`src/rtl/smb_cfg_pkg.sv`:
```
package smb_cfg_pkg;
  localparam int unsigned BYTE_W   = 8;
  localparam int unsigned OFF_W    = 7;
  localparam int unsigned RO_INDEX = 4;
  localparam logic [7:0]  RO_VALUE = 8'h08;

  typedef enum logic [2:0] {
    ST_IDLE,
    ST_RX,
    ST_ACK,
    ST_TX,
    ST_TXACK
  } smb_st_e;

  typedef enum logic [1:0] {
    RL_ADDR,
    RL_CMD,
    RL_CNT,
    RL_DATA
  } smb_role_e;

  function automatic logic [7:0] reg_default(input int unsigned idx);
    case (idx)
      0:       reg_default = 8'h07;
      1:       reg_default = 8'hFF;
      RO_INDEX: reg_default = RO_VALUE;
      default: reg_default = 8'h00;
    endcase
  endfunction
endpackage

```
`src/rtl/smb_line_sync.sv`:
```
module smb_line_sync #(
  parameter int unsigned STAGES = 2
) (
  input  logic clk,
  input  logic rst_n,
  input  logic scl_i,
  input  logic sda_i,
  output logic scl_lv,
  output logic sda_lv,
  output logic scl_rise,
  output logic scl_fall,
  output logic start_det,
  output logic stop_det
);
  localparam int unsigned DEPTH = STAGES + 1;

  logic [DEPTH-1:0] scl_sh_q, scl_sh_d;
  logic [DEPTH-1:0] sda_sh_q, sda_sh_d;
  logic scl_pv, sda_pv;

  always_comb begin
    scl_sh_d = {scl_sh_q[DEPTH-2:0], scl_i};
    sda_sh_d = {sda_sh_q[DEPTH-2:0], sda_i};
  end

  always_ff @(posedge clk or negedge rst_n) begin
    if (!rst_n) begin
      scl_sh_q <= '1;
      sda_sh_q <= '1;
    end else begin
      scl_sh_q <= scl_sh_d;
      sda_sh_q <= sda_sh_d;
    end
  end

  assign scl_lv    = scl_sh_q[STAGES-1];
  assign scl_pv    = scl_sh_q[STAGES];
  assign sda_lv    = sda_sh_q[STAGES-1];
  assign sda_pv    = sda_sh_q[STAGES];
  assign scl_rise  = scl_lv & ~scl_pv;
  assign scl_fall  = ~scl_lv & scl_pv;
  assign start_det = scl_lv & scl_pv & sda_pv & ~sda_lv;
  assign stop_det  = scl_lv & scl_pv & ~sda_pv & sda_lv;
endmodule

```
`src/rtl/smb_reg_bank.sv`:
```
module smb_reg_bank
  import smb_cfg_pkg::*;
#(
  parameter int unsigned N_REGS = 6
) (
  input  logic                     clk,
  input  logic                     rst_n,
  input  logic                     wr_en,
  input  logic [OFF_W-1:0]         wr_off,
  input  logic [BYTE_W-1:0]        wr_data,
  input  logic [OFF_W-1:0]         rd_off,
  output logic [BYTE_W-1:0]        rd_data,
  output logic [N_REGS*BYTE_W-1:0] cfg_o
);
  logic [BYTE_W-1:0] regs [N_REGS];

  for (genvar g = 0; g < N_REGS; g++) begin : g_reg
    if (g == RO_INDEX) begin : g_ro
      assign regs[g] = RO_VALUE;
    end else begin : g_rw
      logic             sel;
      logic [BYTE_W-1:0] val_q;
      assign sel = wr_en && (wr_off == OFF_W'(g));
      always_ff @(posedge clk or negedge rst_n) begin
        if (!rst_n)   val_q <= reg_default(g);
        else if (sel) val_q <= wr_data;
      end
      assign regs[g] = val_q;
    end
    assign cfg_o[g*BYTE_W +: BYTE_W] = regs[g];
  end

  always_comb begin
    rd_data = '0;
    for (int i = 0; i < N_REGS; i++) begin
      if (rd_off == OFF_W'(i)) rd_data = regs[i];
    end
  end
endmodule

```
`src/rtl/smb_cfg_slave.sv`:
```
module smb_cfg_slave
  import smb_cfg_pkg::*;
#(
  parameter logic [6:0]  DEV_ADDR    = 7'h6E,
  parameter int unsigned N_REGS      = 6,
  parameter int unsigned SYNC_STAGES = 2
) (
  input  logic                     clk,
  input  logic                     rst_n,
  input  logic                     scl_i,
  input  logic                     sda_i,
  output logic                     sda_oe,
  output logic [N_REGS*BYTE_W-1:0] cfg_o
);
  localparam int unsigned BC_W  = $clog2(BYTE_W + 1);
  localparam logic [OFF_W-1:0] OFF_MAX = '1;

  logic scl_lv, sda_lv, scl_rise, scl_fall, start_det, stop_det;

  smb_line_sync #(.STAGES(SYNC_STAGES)) u_sync (
    .clk(clk), .rst_n(rst_n), .scl_i(scl_i), .sda_i(sda_i),
    .scl_lv(scl_lv), .sda_lv(sda_lv), .scl_rise(scl_rise),
    .scl_fall(scl_fall), .start_det(start_det), .stop_det(stop_det)
  );

  smb_st_e          st_q, st_d;
  smb_role_e        role_q, role_d;
  logic [BYTE_W-1:0] sh_q, sh_d;
  logic [BC_W-1:0]   bc_q, bc_d;
  logic [OFF_W-1:0]  ptr_q, ptr_d;
  logic blk_q, blk_d, go_tx_q, go_tx_d, cnt_pend_q, cnt_pend_d;
  logic mack_q, mack_d, oe_q, oe_d;
  logic              wr_en;
  logic [BYTE_W-1:0] rd_data;

  smb_reg_bank #(.N_REGS(N_REGS)) u_bank (
    .clk(clk), .rst_n(rst_n), .wr_en(wr_en), .wr_off(ptr_q),
    .wr_data(sh_q), .rd_off(ptr_q), .rd_data(rd_data), .cfg_o(cfg_o)
  );

  function automatic logic [OFF_W-1:0] ptr_inc(input logic [OFF_W-1:0] p);
    ptr_inc = (p == OFF_MAX) ? p : p + 1'b1;
  endfunction

  always_comb begin
    st_d       = st_q;
    role_d     = role_q;
    sh_d       = sh_q;
    bc_d       = bc_q;
    ptr_d      = ptr_q;
    blk_d      = blk_q;
    go_tx_d    = go_tx_q;
    cnt_pend_d = cnt_pend_q;
    mack_d     = mack_q;
    oe_d       = oe_q;
    wr_en      = 1'b0;
    if (stop_det) begin
      st_d = ST_IDLE;
      oe_d = 1'b0;
    end else if (start_det) begin
      st_d    = ST_RX;
      role_d  = RL_ADDR;
      bc_d    = '0;
      go_tx_d = 1'b0;
      oe_d    = 1'b0;
    end else begin
      case (st_q)
        ST_IDLE: oe_d = 1'b0;
        ST_RX: begin
          oe_d = 1'b0;
          if (scl_rise && bc_q < BC_W'(BYTE_W)) begin
            sh_d = {sh_q[BYTE_W-2:0], sda_lv};
            bc_d = bc_q + 1'b1;
          end else if (scl_fall && bc_q == BC_W'(BYTE_W)) begin
            st_d = ST_ACK;
            oe_d = 1'b1;
            case (role_q)
              RL_ADDR: begin
                if (sh_q[7:1] == DEV_ADDR) begin
                  go_tx_d    = sh_q[0];
                  cnt_pend_d = sh_q[0] & blk_q;
                  role_d     = RL_CMD;
                end else begin
                  st_d = ST_IDLE;
                  oe_d = 1'b0;
                end
              end
              RL_CMD: begin
                blk_d  = ~sh_q[7];
                ptr_d  = sh_q[7] ? sh_q[OFF_W-1:0] : '0;
                role_d = sh_q[7] ? RL_DATA : RL_CNT;
              end
              RL_CNT: role_d = RL_DATA;
              default: begin
                wr_en = 1'b1;
                ptr_d = ptr_inc(ptr_q);
              end
            endcase
          end
        end
        ST_ACK: begin
          oe_d = 1'b1;
          if (scl_fall) begin
            bc_d = '0;
            if (go_tx_q) begin
              st_d = ST_TX;
              if (cnt_pend_q) begin
                sh_d       = BYTE_W'(N_REGS);
                cnt_pend_d = 1'b0;
              end else begin
                sh_d  = rd_data;
                ptr_d = ptr_inc(ptr_q);
              end
              oe_d = ~sh_d[BYTE_W-1];
            end else begin
              st_d = ST_RX;
              oe_d = 1'b0;
            end
          end
        end
        ST_TX: begin
          oe_d = ~sh_q[BYTE_W-1];
          if (scl_fall) begin
            if (bc_q == BC_W'(BYTE_W - 1)) begin
              st_d = ST_TXACK;
              oe_d = 1'b0;
            end else begin
              sh_d = {sh_q[BYTE_W-2:0], 1'b0};
              bc_d = bc_q + 1'b1;
              oe_d = ~sh_q[BYTE_W-2];
            end
          end
        end
        ST_TXACK: begin
          oe_d = 1'b0;
          if (scl_rise) mack_d = ~sda_lv;
          if (scl_fall) begin
            bc_d = '0;
            if (mack_q) begin
              st_d = ST_TX;
              if (cnt_pend_q) begin
                sh_d       = BYTE_W'(N_REGS);
                cnt_pend_d = 1'b0;
              end else begin
                sh_d  = rd_data;
                ptr_d = ptr_inc(ptr_q);
              end
              oe_d = ~sh_d[BYTE_W-1];
            end else begin
              st_d = ST_IDLE;
            end
          end
        end
        default: begin
          st_d = ST_IDLE;
          oe_d = 1'b0;
        end
      endcase
    end
  end

  always_ff @(posedge clk or negedge rst_n) begin
    if (!rst_n) begin
      st_q       <= ST_IDLE;
      role_q     <= RL_ADDR;
      sh_q       <= '0;
      bc_q       <= '0;
      ptr_q      <= '0;
      blk_q      <= 1'b0;
      go_tx_q    <= 1'b0;
      cnt_pend_q <= 1'b0;
      mack_q     <= 1'b0;
      oe_q       <= 1'b0;
    end else begin
      st_q       <= st_d;
      role_q     <= role_d;
      sh_q       <= sh_d;
      bc_q       <= bc_d;
      ptr_q      <= ptr_d;
      blk_q      <= blk_d;
      go_tx_q    <= go_tx_d;
      cnt_pend_q <= cnt_pend_d;
      mack_q     <= mack_d;
      oe_q       <= oe_d;
    end
  end

  assign sda_oe = oe_q;
endmodule

```
`config.mk`:
```
export PLATFORM = sky130hd
export DESIGN_NAME = smb_cfg_slave
export DESIGN_NICKNAME = d
export VERILOG_FILES = /design/src/rtl/smb_cfg_pkg.sv /design/src/rtl/smb_line_sync.sv /design/src/rtl/smb_reg_bank.sv /design/src/rtl/smb_cfg_slave.sv
export SDC_FILE = /design/constraint.sdc
export NUM_CORES = 1
export LEC_CHECK = 0
export BUFFER_PORTS_ARGS = -buffer_cell sky130_fd_sc_hd__buf_2
export CORE_ASPECT_RATIO = 1.1
export CORE_MARGIN = 2
export CORE_UTILIZATION = 53
export DETAILED_ROUTE_END_ITERATION = 10
export HOLD_SLACK_MARGIN = 0.03
export PLACE_DENSITY = 0.79
export RECOVER_POWER = 25
export SLEW_MARGIN = 20
export SYNTH_ARGS = -nofsm -noshare
export SYNTH_HDL_FRONTEND = slang
export SYNTH_SLANG_ARGS = --single-unit
```
`constraint.sdc`:
```
create_clock -name clk -period 1.9 [get_ports clk]
set_input_delay 0.095 -clock clk [delete_from_list [all_inputs] [get_ports clk]]
set_output_delay 0.095 -clock clk [all_outputs]
set_load 0.02 [all_outputs]
```
[Word-level counts from Yosys, hierarchy flattened]
Index checks and enable logic that the tools add are counted.
Storage, ports and cells
  output and inout port bits: 49
  input bits: 4
  logic and storage cells: 205
  flip-flop bits (word level): 75
Cells by class
  $lt $le $gt $ge: 1
  bitwise gates (word level): 19
  equal/unequal tests: 40
  reductions and logical operators: 30
  add/sub/neg operators: 2
  mux-type cells: 96
Operators by type and width (number)
  $mux W8: 24
  $mux W7: 9
  $mux W1: 33
  $pmux W8 S4: 1
  $ne A2 B2 Y1 const B: 13
  $mux W3: 8
  $ne A4 B4 Y1 const B: 6
  $reduce_and A6 Y1: 4
  $pmux W7 S3: 1
  $mux W4: 5
  $reduce_and A10 Y1: 2
  $mux W2: 9
  $ne A3 B3 Y1 const B: 5
  $pmux W3 S5: 1
  $eq A7 B2 Y1 const B: 2
  $eq A7 B3 Y1 const B: 2
  $eq A7 B7 Y1 const B: 2
  $pmux W7 S2: 1
  $pmux W4 S3: 1
  $reduce_bool A4 Y1: 3
  $not A1 Y1: 11
  $reduce_and A11 Y1: 1
  $and A1 B1 Y1: 8
  $reduce_bool A2 Y1: 4
  other kinds (24): 32

[Longest topological paths before layout]
Gate-level depths: netlist (run 1).
  depth in word-level cells: 19
  mapped depth: 8
  depth with buffers taken out: 7

[Hierarchy]
Synthesis (run 1) repeated with hierarchy kept, for this count alone.
Unflattened totals
  cells, all modules: 363
  area, all modules: 4186.5 µm²
By module, submodules not included
  smb_cfg_slave: area each 2039.5 µm², instances 1, sequential area each 725.7 µm², cells each 226
  smb_reg_bank: area each 1956.9 µm², instances 1, sequential area each 1014.7 µm², cells each 127
  smb_line_sync: area each 190.2 µm², instances 1, sequential area each 157.7 µm², cells each 10

[Worst setup path after synthesis (run 1)]
OpenSTA, ideal clock, no wires.
  path kind: register to register
  start point: reg u_sync.scl_sh_q[2]
  end point: reg sh_q[0]
  clock period less this slack: 2.090 ns
  data required time: 1.775 ns
  arrival: 1.964 ns
  stages on the path, launching flop included: 8
  library setup time: 0.125 ns
  buffers on the path: 2
  slack: -0.190 ns
  cells stage by stage: dfstp_2 -> nand2b_1 -> clkbuf_1 -> a21o_1 -> a221oi_4 -> and2_1 -> buf_6 -> mux2_4
Between the ends
  word-level cells in the longest chain between the ends: 5
  elaborated cells on any way between the ends: 16
  those cells by class: eq/ne (4); bitwise (10); reduce/logical (2)
Ends and longest elaborated chain
  start, declared: RTL line smb_line_sync.sv:17  | logic [DEPTH-1:0] scl_sh_q, scl_sh_d;
  start signal, assigned: RTL line smb_line_sync.sv:31  | scl_sh_q <= scl_sh_d;
  $and A1 B1 Y1 or $not A1 Y1 (tied branches): RTL line smb_line_sync.sv:42, smb_line_sync.sv:43, smb_line_sync.sv:40
  $and A1 B1 Y1, on equally long branches: RTL line smb_line_sync.sv:42, smb_line_sync.sv:40, smb_line_sync.sv:43
  $and A1 B1 Y1, or another cell as far along: RTL line smb_line_sync.sv:42  | assign start_det = scl_lv & scl_pv & sda_pv & ~sda_lv;
  $not A1 Y1 (no line) or $ne A2 B2 Y1 (tied branches)
  $reduce_and A10 Y1 (no line) *
  end signal, assigned: RTL line smb_cfg_slave.sv:166  | sh_q <= '0;
  end signal, assigned: RTL line smb_cfg_slave.sv:177  | sh_q <= sh_d;
  end, declared: RTL line smb_cfg_slave.sv:28  | logic [BYTE_W-1:0] sh_q, sh_d;
Every way passes the cells marked *; elsewhere a longest branch is shown, timed or not.
A chain may end at the register's enable or synchronous reset.

[Worst setup path after layout (run 1)]
  start point: reg u_sync.scl_sh_q[2]
  end point: reg u_bank.g_reg[5].g_rw.val_q[3]
Between the ends
  word-level cells in the longest chain between the ends: 8
  elaborated cells on any way between the ends: 16
  those cells by class: mux (5); bitwise (8); reduce/logical (3)
Ends and longest elaborated chain
  $and A1 B1 Y1 or $not A1 Y1 (tied branches): RTL line smb_line_sync.sv:41, smb_line_sync.sv:40
  $logic_and A1 B1 Y1 or $and A1 B1 Y1 (tied branches): RTL line smb_cfg_slave.sv:74, smb_line_sync.sv:40
  $mux W1 or $logic_and A1 B1 Y1 (tied branches): RTL line smb_cfg_slave.sv:74, smb_cfg_slave.sv:71
  $mux W1: RTL line smb_cfg_slave.sv:71  | if (scl_rise && bc_q < BC_W'(BYTE_W)) begin
  $mux W1: RTL line smb_cfg_slave.sv:67  | case (st_q)
  $mux W1: RTL line smb_cfg_slave.sv:60  | end else if (start_det) begin
  $mux W1 *: RTL line smb_cfg_slave.sv:57  | if (stop_det) begin
  $logic_and A1 B1 Y1 *: RTL line smb_reg_bank.sv:23  | assign sel = wr_en && (wr_off == OFF_W'(g));
  end signal, assigned: RTL line smb_reg_bank.sv:25  | if (!rst_n) val_q <= reg_default(g);
  end signal, assigned: RTL line smb_reg_bank.sv:26  | else if (sel) val_q <= wr_data;
  end, declared: RTL line smb_reg_bank.sv:22  | logic [BYTE_W-1:0] val_q;
Marks and branches as above.

==> results_dict.tcl, run 1 <==
set metrics [dict create \
    synthFlopType "dfrtp_1" \
    drv_cap 0 \
    drt_iter0_markers 241 \
    fillerInstances 569 \
    overflow 0 \
    multi_input_comb_area_mm2 0.00257 \
    drv_slew 0 \
    hold_ws_ps 363 \
    peakVddDrop_v 0.000422 \
    register_area_mm2 0.00190 \
    htree_levels 3 \
    viasPerCell 5.93 \
    p_leak_nw 2.75 \
    clockPowerShare 0.361 \
    worstMarginPinSlew_ps 965 \
    synth.top_cell.area_share 0.325 \
    hpwl_um 8590 \
    gr-usage-all-layers 0.269 \
    min_from "u_sync.scl_sh_q[0]" \
    min_path_type "flop to flop" \
    fin_crit_ps 2000 \
    internal_power_mw 2.54 \
    dp_cells 611 \
    r2r-start "u_sync.scl_sh_q[2]" \
    status "finished, violations left" \
    fmax_ghz 0.501 \
    synth_area_leaders "dfrtp_1 33%, mux2_4 12%, dfstp_2 10%" \
    start_kind "flop" \
    drc 0 \
    r2r_slack_ps -100 \
    diodes 0 \
    fin_nets 539 \
    core_mm2 0.00828 \
    reg2reg_depth 5 \
    yosysTopAreaCell "dfrtp_1" \
    area_growth_pct 30.6 \
    utilization 0.704 \
    setup_violations 51 \
    portBuffers 44 \
    cts_buffer_depth 2 \
    worstSkewPairLatency_ps 370 \
    die_y_um 100 \
    crit_type "flop to flop" \
    ant_nets 0 \
    ys_ff_latch 75 \
    yosys_warnings 0 \
    gp_congestion 0.937 \
    power-per-cell-area_mw_per_mm2 628 \
    first_global_vias 3804 \
    layout-drive-gt1-share 0.489 \
    violations "setup timing" \
    cp_max_fo 8 \
    initial_core_util 0.539 \
    grt_max_degree 40 \
    layout_setup_ws_ps -95.6 \
    wl_per_cell_um 19.4 \
    cp.required_ps 2150 \
    stdcell_area_mm2 0.00583 \
    yosysSeqAreaShare 0.425 \
    ioPinCount 53 \
    firstDrtPassIters 5 \
    clock_skew_ps 14.4 \
    min_to "u_sync.scl_sh_q[1]" \
    cts_tree "built" \
    holdPathStages 0 \
    die_w_um 91.5 \
    die_area_mm2 0.00917 \
    rsz0062_at_grt "yes" \
    postPlaceCellArea_mm2 0.00526 \
    synth_cell_type_count 71 \
    core.rowCount 35 \
    combinationalPowerShare 0.162 \
    synth_edf_count 0 \
    cts_root_buf "clkbuf_8" \
    cts_sinks 75 \
    clk_pin_slew_ps 90 \
    routed_wl_um 12400 \
    finalHoldViolCount 0 \
    seq_power_share 0.478 \
    arrival_ps 2240 \
    swShare 0.305 \
    syn_inst 412 \
    vias 3802 \
    total_power_mw 3.66 \
    instances_no_fill 641 \
    setup.worst_path.end_class "flop" \
    cts_made_buffers 9 \
    async_flop_share 1.00 \
    period_share 1.05 \
    netlist_area_mm2 0.00446 \
    rr_endpoint "u_bank.g_reg[5].g_rw.val_q[3]" \
    power.switching_mw 1.12 \
    antenna_found_initial 0 \
    maxSlewHeadroom 0.357 \
    grt_pass1_wl_um 19300 \
    syn-mean-instance-area_um2 10.8 \
]
metal layers:
| layer | track usage | routed length, um | vias up |
|---|---|---|---|
| met5 | 0 | 0 | - |
| li1 | - | - | 1716 |
| met4 | 0.105 | 304 | 0 |
| met1 | 0.318 | 5030 | 1892 |
| met2 | 0.483 | 6380 | 163 |
| met3 | 0.0518 | 693 | 31 |
flip-flops by register name, summed over array words and instances (netlist names):
register,cells
mack_q,1
sh_q,8
st_q,3
u_sync.sda_sh_q,3
bc_q,4
blk_q,1
role_q,2
sda_oe,1
u_sync.scl_sh_q,3
go_tx_q,1
ptr_q,7
u_bank.g.g_rw.val_q,40
cnt_pend_q,1
synth_stat cells (3+ instances only):
| master | n |
|---|---|
| a21o_1 | 3 |
| a21oi_1 | 17 |
| a221o_1 | 7 |
| a22o_1 | 3 |
| a22oi_1 | 3 |
| a31oi_1 | 6 |
| a32o_1 | 5 |
| a41oi_1 | 3 |
| and2_1 | 3 |
| buf_1 | 3 |
| buf_2 | 7 |
| buf_4 | 11 |
| clkbuf_1 | 12 |
| dfrtp_1 | 58 |
| dfstp_2 | 17 |
| ha_1 | 10 |
| inv_1 | 13 |
| mux2_2 | 8 |
| mux2_4 | 37 |
| mux2i_1 | 5 |
| nand2_1 | 35 |
| nand2_8 | 4 |
| nand2b_1 | 6 |
| nand3_1 | 21 |
| nand3b_1 | 4 |
| nand4_1 | 3 |
| nor2_1 | 21 |
| nor2b_1 | 12 |
| nor3_1 | 4 |
| o21ai_0 | 16 |
| or2_2 | 3 |
cell usage in the layout, fill, tap and decap left out, drive strengths merged, types with 8 or more instances in the layout:
cell type  synthesis  routed
buf               24     128
dfrtp             58      58
mux2              45      45
nand2             39      39
nor2              22      22
nand3             21      21
dfstp             17      17
o21ai             17      17
a21oi             17      17
inv               13      17
nor2b             12      12
clkbuf            12      10
ha                10      10
conb               2       8
worst max-delay path: stages (launching register included):
cell	delay (ps)
dfstp_2	570
nand2b_4	80
nor4_4	360
buf_4	220
and3_4	320
mux2_4	330
timing repair:
action | in CTS | in global routing
pin swaps | 11 | 14
gates cloned | 0 | 1
resized for setup | 23 | 40
buffers inserted | 4 | 6
hold endpoints to repair | 25 | 0
setup endpoints to repair | 57 | 64
hold buffers | 3 | 0
cells by family after synthesis:
family	after synthesis	share of synthesized area
AO/OA/AOI/OAI	89	0.146
XOR/XNOR	4	0.00785
adder cells (fa/ha/maj)	10	0.0280
buffers and inverters	49	0.0594
flip-flops	75	0.425
multiplexers	50	0.156
other	2	0.00168
AND/OR/NAND/NOR	133	0.176
power by group through the flow:
| stage | logic, mW | clock network, mW | registers, mW |
|---|---|---|---|
| after global routing | 0.624 | 1.42 | 1.75 |
| after global placement | 0.541 | 0 | 1.76 |
| after CTS | 0.577 | 1.34 | 1.74 |
| final | 0.591 | 1.32 | 1.75 |
| after detailed placement | 0.564 | 0 | 1.76 |
| after floorplan | 0.335 | 0 | 1.73 |
how the worst max path moves through the flow:
stage / slack (ps) / end / cells past startpoint / start
final: -100 / u_bank.g_reg[5].g_rw.val_q[3] / 5 / u_sync.scl_sh_q[2]
after global routing: -190 / sh_q[0] / 6 / u_sync.scl_sh_q[1]
after CTS: -100 / u_bank.g_reg[3].g_rw.val_q[1] / 7 / bc_q[0]
after detailed placement: -220 / sda_oe / 7 / ptr_q[0]
after global placement: -160 / sda_oe / 7 / ptr_q[0]
after floorplan: -160 / sh_q[0] / 7 / u_sync.scl_sh_q[2]
per-stage QoR:
stage	setup TNS (ps)	setup WS, ps
6_report	-2960	-95.6
5_1_grt	-8360	-191
2_1_floorplan	-3420	-158
4_1_cts	-2980	-101
3_5_place_dp	-3200	-222
3_3_place_gp	-1420	-155
area by class of cell:
type,count,area share
clock buffers,9,0.0212
clock inverters,7,0.0142
inverters,13,0.00837
multi-input cells,294,0.442
flip-flops and latches,75,0.326
well taps,111,0.0238
repair buffers,132,0.165
No activity file was read; power rests on OpenSTA's default activity.
==> run 2, diff against run 1 <==
- SKIP_LAST_GASP: unset -> 1
==> run 2 against run 1 <==
  * The run still ends with setup timing left
  * Flip-flop and latch count did not move
  * Largest power group unchanged
  * Wire length fell by 1.1%
  * Via count rose by 0.97%
  * First-iteration DRC count fell by 2.9%
  * Critical path depth did not move
  * Utilization fell by 0.67 points
  * Worst hold slack barely moved
  * Highest routed layer unchanged
==> results_dict.tcl, run 2 (same netlist as run 1, synthesis figures left out) <==
set metrics [dict create \
    clk_pin_slew_ps 90 \
    gr-usage-all-layers 0.268 \
    final_common_cell "buf_4" \
    layout-drive-gt1-share 0.481 \
    violations "setup timing" \
    finalHoldViolCount 0 \
    crit_type "flop to flop" \
    p_leak_nw 2.72 \
    total_power_mw 3.67 \
    status "finished, violations left" \
    setup.worst_path.end_class "flop" \
    peakVddDrop_v 0.000423 \
    power-per-cell-area_mw_per_mm2 635 \
    maxSlewHeadroom 0.360 \
    reg_top3 "u_bank.g.g_rw.val_q (40), sh_q (8), ptr_q (7)" \
    die_y_um 100 \
    most-common-layout-cells "72 x buf_4, 57 x dfrtp_1, 45 x mux2_4, 44 x buf_2, 31 x nand2_1" \
    die_w_um 91.5 \
    core.rowCount 35 \
    initial_core_util 0.539 \
    period_share 1.06 \
    viasPerCell 6.01 \
    routed_wl_um 12300 \
    worstMarginPinSlew_ps 960 \
    core_mm2 0.00828 \
    drt_iter0_markers 234 \
    arrival_ps 2260 \
    first_global_vias 3805 \
    vias 3839 \
    portBuffers 44 \
    htree_levels 3 \
    clock_skew_ps 15.1 \
    r2r_slack_ps -120 \
    largest-register "u_bank.g.g_rw.val_q" \
    grt_pass1_wl_um 19200 \
    cts_made_buffers 9 \
    fillerInstances 577 \
    diodes 0 \
    cts_sinks 75 \
    fmax_ghz 0.494 \
    setup_violations 54 \
    worstSkewPairLatency_ps 370 \
    ant_nets 0 \
    hpwl_um 8590 \
    area_growth_pct 29.4 \
    start_kind "flop" \
    cts_buffer_depth 2 \
    firstDrtPassIters 5 \
    wl_per_cell_um 19.2 \
    gp_congestion 0.937 \
    cp.required_ps 2140 \
    cp_max_fo 8 \
    antenna_found_initial 0 \
    min_path_type "flop to flop" \
    layout_setup_ws_ps -123 \
    grt_max_degree 40 \
    largest_reg_flops 40 \
    drv_cap 0 \
    setup-tns-final_ps -3880 \
    overflow 0 \
    ioPinCount 53 \
    fin_crit_ps 2020 \
    drv_slew 0 \
    fin_nets 537 \
    cts_tree "built" \
    die_area_mm2 0.00917 \
    cts_root_buf "clkbuf_8" \
    rsz0062_at_grt "yes" \
    drc 0 \
]
-- run 2: changes by cell type in the layout (fill, tap and decap cells not counted), sizes merged --
cell | previous run | this run
buf | 128 | 126
-- run 2: critical path, stage by stage (launching register included) --
cell,delay [ps]
dfrtp_1,410
or4_4,600
nor2_8,110
and3_4,330
nand2_8,130
mux2_4,330
-- run 2: cell type report --
| class | count | area (um^2) | area share |
|---|---|---|---|
| clock inverter | 7 | 82.6 | 0.0143 |
| tap | 111 | 139 | 0.0240 |
| clock buffer | 9 | 124 | 0.0214 |
| sequential | 75 | 1900 | 0.329 |
| inverter | 13 | 48.8 | 0.00845 |
| multi-input combinational | 294 | 2550 | 0.441 |
| timing repair buffer | 130 | 935 | 0.162 |
-- run 2: final timing paths --
path                                            endpoint  depth (start not counted)               start
setup reg to reg           u_bank.g_reg[3].g_rw.val_q[1]                          5            ptr_q[3]
max in group asynchronous  u_bank.g_reg[1].g_rw.val_q[4]                          3               rst_n
hold / removal                        u_sync.scl_sh_q[1]                          0  u_sync.scl_sh_q[0]
min in group asynchronous  u_bank.g_reg[2].g_rw.val_q[3]                          2               rst_n
setup / recovery           u_bank.g_reg[3].g_rw.val_q[1]                          5            ptr_q[3]
hold reg to reg                       u_sync.scl_sh_q[1]                          0  u_sync.scl_sh_q[0]
-- run 2: where the power goes --
part           switching [mW]  total [mW]  internal [mW]
Clock                   0.693        1.32          0.630
Combinational           0.349       0.592          0.243
Sequential             0.0801        1.75           1.67
Total                    1.12        3.67           2.54
-- run 2: timing repair --
item | CTS | global route
endpoints found under the hold margin | 25 | 0
pin swaps | 11 | 12
setup endpoints to repair | 57 | 64
gates cloned | 0 | 1
hold buffers | 3 | 0
gates resized for setup | 21 | 32
buffers inserted | 4 | 4
-- run 2: per-layer routing --
| layer | vias up | global-route usage | share of wire |
|---|---|---|---|
| met5 | - | 0 | 0 |
| met4 | 0 | 0.107 | 0.027 |
| met3 | 44 | 0.0518 | 0.059 |
| met2 | 188 | 0.480 | 0.51 |
| met1 | 1900 | 0.317 | 0.41 |
| li1 | 1707 | - | - |
-- run 2: through the flow --
step / worst slack (ps) / std cells / area [um^2] / hold slack [ps] / util
after floorplan: -158 / 418 / 4540 / -201 / -
after global routing: -192 / 639 / 5780 / 355 / 0.698
after CTS: -101 / 634 / 5610 / 235 / 0.677
after detailed placement: -222 / 611 / 5260 / 95.2 / 0.635
after global placement: -155 / 611 / 5260 / 88.0 / 0.635
final: -123 / 639 / 5780 / 363 / 0.698
